===== src/rtl/intr_select_pkg.sv =====
package intr_select_pkg;

    typedef enum logic [1:0] {
        PRIV_USER  = 2'd0,
        PRIV_SUPER = 2'd1,
        PRIV_RSVD  = 2'd2,
        PRIV_MACH  = 2'd3
    } priv_e;

    // Machine-level targets: open below machine, or at machine with its enable.
    function automatic logic mach_level_open(priv_e p, logic gie);
        return (p < PRIV_MACH) || ((p == PRIV_MACH) && gie);
    endfunction

    // Supervisor-level targets: open below supervisor, or at supervisor with its enable.
    function automatic logic super_level_open(priv_e p, logic gie);
        return (p < PRIV_SUPER) || ((p == PRIV_SUPER) && gie);
    endfunction

endpackage


===== src/rtl/intr_gate.sv =====
module intr_gate
    import intr_select_pkg::*;
#(
    parameter int NSRC = 32
) (
    input  logic [NSRC-1:0] pend_i,
    input  logic [NSRC-1:0] ena_i,
    input  logic [NSRC-1:0] deleg_i,
    input  logic [1:0]      priv_i,
    input  logic            m_gie_i,
    input  logic            s_gie_i,
    output logic [NSRC-1:0] cand_o
);

    logic m_open;
    logic s_open;

    always_comb begin
        m_open = mach_level_open(priv_e'(priv_i), m_gie_i);
        s_open = super_level_open(priv_e'(priv_i), s_gie_i);
    end

    // One gate per source: local pending/enable, then routing to a level.
    for (genvar g = 0; g < NSRC; g++) begin : g_src
        logic local_hit;
        logic level_open;
        always_comb begin
            local_hit  = pend_i[g] & ena_i[g];
            level_open = deleg_i[g] ? s_open : m_open;
            cand_o[g]  = local_hit & level_open;
        end
    end

endmodule


===== src/rtl/intr_lowest_first.sv =====
module intr_lowest_first #(
    parameter int NSRC = 32,
    localparam int CW  = (NSRC > 1) ? $clog2(NSRC) : 1
) (
    input  logic [NSRC-1:0] vec_i,
    output logic            any_o,
    output logic [CW-1:0]   idx_o
);

    // Scan from the top down so the last hit written is the lowest index.
    always_comb begin
        any_o = |vec_i;
        idx_o = '0;
        for (int i = NSRC - 1; i >= 0; i--) begin
            if (vec_i[i]) begin
                idx_o = CW'(i);
            end
        end
    end

endmodule


===== src/rtl/intr_select.sv =====
module intr_select
    import intr_select_pkg::*;
#(
    parameter int NSRC    = 32,
    parameter bit REG_OUT = 1'b1,
    localparam int CW     = (NSRC > 1) ? $clog2(NSRC) : 1
) (
    input  logic            clk,
    input  logic            rst,
    input  logic [NSRC-1:0] pend_i,
    input  logic [NSRC-1:0] ena_i,
    input  logic [NSRC-1:0] deleg_i,
    input  logic [1:0]      priv_i,
    input  logic            m_gie_i,
    input  logic            s_gie_i,
    output logic            irq_valid_o,
    output logic [CW-1:0]   irq_cause_o
);

    typedef struct packed {
        logic          valid;
        logic [CW-1:0] cause;
    } pick_t;

    logic [NSRC-1:0] cand;
    logic            any_hit;
    logic [CW-1:0]   win_idx;
    pick_t           pick_d;
    pick_t           pick_q;

    intr_gate #(.NSRC(NSRC)) u_gate (
        .pend_i  (pend_i),
        .ena_i   (ena_i),
        .deleg_i (deleg_i),
        .priv_i  (priv_i),
        .m_gie_i (m_gie_i),
        .s_gie_i (s_gie_i),
        .cand_o  (cand)
    );

    intr_lowest_first #(.NSRC(NSRC)) u_pick (
        .vec_i (cand),
        .any_o (any_hit),
        .idx_o (win_idx)
    );

    always_comb begin
        pick_d.valid = any_hit;
        pick_d.cause = any_hit ? win_idx : '0;
    end

    always_ff @(posedge clk) begin
        if (rst) begin
            pick_q <= '0;
        end else begin
            pick_q <= pick_d;
        end
    end

    if (REG_OUT) begin : g_reg
        assign irq_valid_o = pick_q.valid;
        assign irq_cause_o = pick_q.cause;
    end else begin : g_comb
        assign irq_valid_o = pick_d.valid;
        assign irq_cause_o = pick_d.cause;
    end

endmodule


===== config.mk =====
export PLATFORM = sky130hd
export DESIGN_NAME = intr_select
export DESIGN_NICKNAME = d
export VERILOG_FILES = /design/src/rtl/intr_select_pkg.sv /design/src/rtl/intr_gate.sv /design/src/rtl/intr_lowest_first.sv /design/src/rtl/intr_select.sv
export SDC_FILE = /design/constraint.sdc
export NUM_CORES = 1
export LEC_CHECK = 0
export ABC_CLOCK_PERIOD_IN_PS = 2850
export BUFFER_PORTS_ARGS = -buffer_cell sky130_fd_sc_hd__buf_2
export CAP_MARGIN = 20
export CORE_ASPECT_RATIO = 0.7
export CORE_MARGIN = 1
export CORE_UTILIZATION = 37
export DETAILED_ROUTE_END_ITERATION = 16
export PLACE_DENSITY = 0.76
export SLEW_MARGIN = 15
export SYNTH_ARGS = -nofsm -noshare
export SYNTH_HDL_FRONTEND = slang
export SYNTH_SLANG_ARGS = --single-unit

===== constraint.sdc =====
create_clock -name clk -period 2.85 [get_ports clk]
set_clock_uncertainty 0.2 [all_clocks]
set_input_delay 0.4275 -clock clk [delete_from_list [all_inputs] [get_ports clk]]
set_output_delay 0.4275 -clock clk [all_outputs]
set_load 0.05 [all_outputs]

== After elaboration in Yosys (flattened, before gate mapping) ==
Cells that the tools add are included.
Word-level totals
  bits in registers: 6
  input bits: 102
  output and inout port bits: 6
  word-level logic and storage cells: 148
Operators by class
  order comparisons: 2
  equality and inequality tests: 2
  muxes and demuxes: 63
  bitwise operators: 65
  reduce and logical (&&, ||, !) cells: 10
Operators with widths (number)
  5-bit 2-to-1 mux: 16
  1-bit bitwise AND: 64
  1-bit 2-to-1 mux: 33
  4-bit 2-to-1 mux: 8
  32-bit OR reduction: 1
  18-bit OR reduction: 1
  3-bit 2-to-1 mux: 4
  10-bit OR reduction: 1
  6-bit OR reduction: 1
  2-bit 2-to-1 mux: 2
  4-bit OR reduction: 1
  3-bit OR reduction: 1
  2-bit by 1-bit equality test with 1-bit output, second input constant: 1
  2-bit equality test, second input constant: 1
  1-bit logical AND: 2
  1-bit logical OR: 2
  2-bit by 1-bit less-than comparator with 1-bit output, second input constant: 1
  2-bit less-than comparator, second input constant: 1
  1-bit NOT: 1

== Longest topological paths before layout ==
  depth after elaboration: 36
  depth in mapped cells: 11
  mapped depth without buffers: 7

== Modules after synthesis ==
From an unflattened synthesis, not the netlist that was laid out.
Second synthesis, totals
  cell total of the unflattened synthesis: 159
  area, all modules: 1082.3 um2
Modules (own cells, without submodules)
  intr_gate: times used 1, cells an instance 82, area each 526.8 um2, sequential area each 0.0 um2
  intr_lowest_first: times used 1, cells an instance 65, area each 385.4 um2, sequential area each 0.0 um2
  intr_select: times used 1, cells an instance 12, area each 170.2 um2, sequential area each 120.1 um2

== Least setup slack after synthesis ==
Ideal clock, no wire load.
  path kind: input-to-reg
  from: input priv_i[0]
  to: register pick_q (netlist bit irq_cause_o[1])
  library setup time: 0.125 ns
  arrival time: 1.820 ns
  data required time: 2.525 ns
  path slack: 0.706 ns
  cell stages on the path: 9
  buffers on the path: 2
  cells stage by stage: nor2b_1 > buf_6 > nor2_2 > buf_4 > a22oi_1 > nand4_1 > nor4_1 > or3_1 > nor4_1
Between the ends
  longest elaborated chain between the ends: 35
  elaborated cells between the ends (all ways): 105
  those cells by class: 2 x order compare; 2 x eq/ne; 62 x mux; 33 x bitwise; 6 x reduce/logical
RTL lines
  from (decl): line intr_select.sv:13  | input logic [1:0] priv_i,
  2-bit equality test / 2-bit by 1-bit equality test with 1-bit output (equally long branches): line intr_select_pkg.sv:12, intr_select_pkg.sv:17
  1-bit logical AND, on equally long branches: line intr_select_pkg.sv:12, intr_select_pkg.sv:17
  1-bit logical OR, on equally long branches: line intr_select_pkg.sv:12, intr_select_pkg.sv:17
  1-bit 2-to-1 mux: line intr_gate.sv:29  | level_open = deleg_i[g] ? s_open : m_open;
  1-bit bitwise AND: line intr_gate.sv:30  | cand_o[g] = local_hit & level_open;
  5-bit 2-to-1 mux (16 in series): line intr_lowest_first.sv:15  | if (vec_i[i]) begin
  4-bit 2-to-1 mux (8 in series): line intr_lowest_first.sv:15
  3-bit 2-to-1 mux (4 in series): line intr_lowest_first.sv:15
  2-bit 2-to-1 mux (2 in series): line intr_lowest_first.sv:15
  to (signal assigned): line intr_select.sv:56  | pick_q <= pick_d;
  to (decl): line intr_select.sv:29  | pick_t pick_q;
Parallel ways exist; a longest one is shown, timed or not.
A chain may end at the register's enable or synchronous reset.

== Worst setup path in the final report ==
  from: input priv_i[0]
  to: register pick_q (netlist bit irq_cause_o[0])
Between the ends
  longest elaborated chain between the ends: 36
  elaborated cells between the ends (all ways): 106
  those cells by class: 2 x order compare; 2 x eq/ne; 63 x mux; 33 x bitwise; 6 x reduce/logical
RTL lines (line)
  2-bit equality test / 2-bit by 1-bit equality test with 1-bit output (equally long branches): intr_select_pkg.sv:12, intr_select_pkg.sv:17
  1-bit logical AND, on equally long branches: intr_select_pkg.sv:12, intr_select_pkg.sv:17
  1-bit logical OR, on equally long branches: intr_select_pkg.sv:12, intr_select_pkg.sv:17
  1-bit 2-to-1 mux: intr_gate.sv:29
  1-bit bitwise AND: intr_gate.sv:30
  5-bit 2-to-1 mux (16 in series): intr_lowest_first.sv:15
  4-bit 2-to-1 mux (8 in series): intr_lowest_first.sv:15
  3-bit 2-to-1 mux (4 in series): intr_lowest_first.sv:15
  2-bit 2-to-1 mux (2 in series): intr_lowest_first.sv:15
  1-bit 2-to-1 mux: intr_lowest_first.sv:15
Parallel ways exist; a longest one is shown, timed or not.

==> results.tsv <==
stage	metric	value	unit
synthesis	synth unique cells	44	
floorplan	IO Pins	108	
setup_path	Worst setup SP type	input pin	
pwr	Leak Pwr	0.001021	uW
global_routing	initial antenna violation count	0	
clock_tree	post-CTS setup buffers	0	
routing	first-iteration detailed-routing DRC count	162	
layout	post-layout util	0.5464	
routing	Via density	6.153	
clock_tree	Worst-path clk slew	0.04	ns
synthesis	most frequent cell after synthesis	nand2_1	
pwr	Clock Power Share	0.222	
clock_tree	Hold Buf Count CTS	0	
sta	Final Cycle Share	0.8896	
clock_tree	Inserted Clock Buffers	3	
place	worst slack, placed	0.2255	ns
sta	max_slew headroom	0.5770	
layout	number of diodes	0	
sta	final max-slew violation count	0	
pwr	pwr dens	264.3	nW/um^2
synthesis	Seq/Total Area, Yosys	0.07448	
synthesis	Synth top cells by count	nand2_1, nand3_1, a21oi_1, nor2_1	
sta	PnR worst setup slack	0.3147	ns
synthesis	dominant cells by area after synthesis	nand3_1, nand2_1, nand3b_1	
floorplan	floorplan row count	19	
synthesis	top_reg_cell synth	dfxtp_1	
place	post-DP HPWL	4.778	mm
pwr	Comb power frac	0.615	
setup_path	CP required	2.77	ns
clock_tree	CTS tree	done	
global_routing	largest net degree at the start of global routing	23	
pwr	Switching Fraction	0.4290	
layout	nets@finish	465	
synthesis	Synth async-reset ratio	0	
global_routing	grt ovf	0	
layout	Post-Layout Cell Count	413	
setup_path	CP Max Fanout	22	
synthesis	Yosys top cell by area	nand3_1	
setup_path	WP data arrival	2.46	ns
global_routing	vias in the first global route	2088	
routing	antenna-violating nets left	0	
sta	RSZ-0062 raised after global routing	false	
routing	vias after detailed routing	2541	
layout	layout cells sized above 1	0.3352	
clock_tree	Max clock buf depth	2	
global_routing	first-pass GRT wire length	8.797	mm
global_routing	GRT Util Overall	0.2389	
routing	first-pass detailed-route iteration total	5	
clock_tree	clock sinks	6	
floorplan	CORE AREA	4041	sq um
pwr	Worst VDD drop	0.3096	mV
clock_tree	CTS root buf	clkbuf_8	
min_path	Hold Crit Class	input pin to flop	
routing	DRC viols	0	
pwr	sequential fraction of design power	0.163	
sta	final hold vios	0	
sta	Fmax achieved	0.3944	GHz
pwr	Power Internal	333.2	uW
synthesis	post-synthesis instance total	255	
routing	WL final	5.742	mm
floorplan	Die Y	57.24	um
clock_tree	PostCTS Resize Cnt	0	
floorplan	Die X	80.91	um
flow_run	Max Cap Violations	0	
synthesis	synthesized net count	357	
floorplan	full die area	4631	sq um
place	IO buf count	107	
setup_path	crit path capture type	flop	
setup_path	CP Class	input pin to flop	
sta	final setup vio count	0	
synthesis	Ys Warns	0	
layout	Layout area overhead	36.93	%
routing	WL/cell	13.90	um
synthesis	area share of the largest cell type after synthesis	0.1055	
sta	post-layout min period	2.535	ns
sta	setup TNS	0	ns
place	GP Congestion	0.8694	
synthesis	register bit count reported by yosys	6	
sta	Worst Tran Pin Value	0.6185	ns
status	status	complete, no violations	
synthesis	synthesized cell area	1613	sq um
synthesis	number of synthesized flops with an enable pin	0	
floorplan	starting density of the core	0.3991	
place	Cells after DPL	410	
pwr	P_sw	250.4	uW
clock_tree	# H-tree levels	1	
synthesis	Avg Cell Area, Syn	6.325	sq um
worst paths after layout:
check | endpoint | startpoint | cells past startpoint
min | irq_valid_o | rst | 2
max | irq_cause_o[0] | priv_i[0] | 9
cells in the final DEF, fill, tap and decap left out, types with 7 or more instances in the layout:
cell | Yosys | layout
a211oi_1 | 11 | 11
a21oi_1 | 25 | 25
a22oi_1 | 11 | 11
buf_2 | 0 | 107
buf_4 | 3 | 7
nand2_1 | 37 | 37
nand3_1 | 34 | 34
nand3b_1 | 18 | 18
nor2_1 | 19 | 19
o21ai_0 | 18 | 18
o22ai_1 | 7 | 7
per-layer routing:
metal  GRT usage  wire, um  vias up
li1            -         -     1236
met1      0.3388      2617     1135
met2      0.3818      2432      154
met3     0.03680       610       16
met4     0.04847        82        0
met5           0         0        -
cell families after synthesis:
logic type,Yosys count,share of synthesized area
AND/OR/NAND/NOR,131,0.4135
flip-flops,6,0.07448
AO/OA/AOI/OAI,107,0.4508
buffers and inverters,11,0.06128
power groups by stage:
stage	sequential [uW]	combinational, uW	clock [uW]
after CTS	95.2	352	130
after floorplan	126	183	0
after detailed placement	96.2	350	0
after global placement	96.0	345	0
after global routing	95.7	392	136
final	95.0	359	130
cell type report:
cell class	instances	area, sq um
well taps	52	65.06
repair buffers	114	588.1
fillers	408	1833
flip-flops and latches	6	120.1
multi-input cells	238	1394
clock buffers	3	41.29
registers in the layout, indices dropped and copies added (netlist names):
signal       count
irq_cause_o      5
irq_valid_o      1
stage by stage:
stage	hold slack (ns)	cell area (sq um)	power (uW)
floorplan	0.2999	1613	308.8
global placement	0.4515	2167	441.5
detailed placement	0.4537	2167	446.6
CTS	0.2221	2208	577.8
global route	0.2280	2208	623.8
finish	0.2317	2208	583.6
critical path: stages:
cell,delay [ns]
buf_2,0.12
nor2b_1,0.13
buf_4,0.16
or2_4,0.34
a21oi_1,0.19
a311oi_1,0.11
a2111oi_0,0.51
nand3_1,0.19
a211oi_1,0.28
Note: power is estimated with default switching activity, not from simulation.
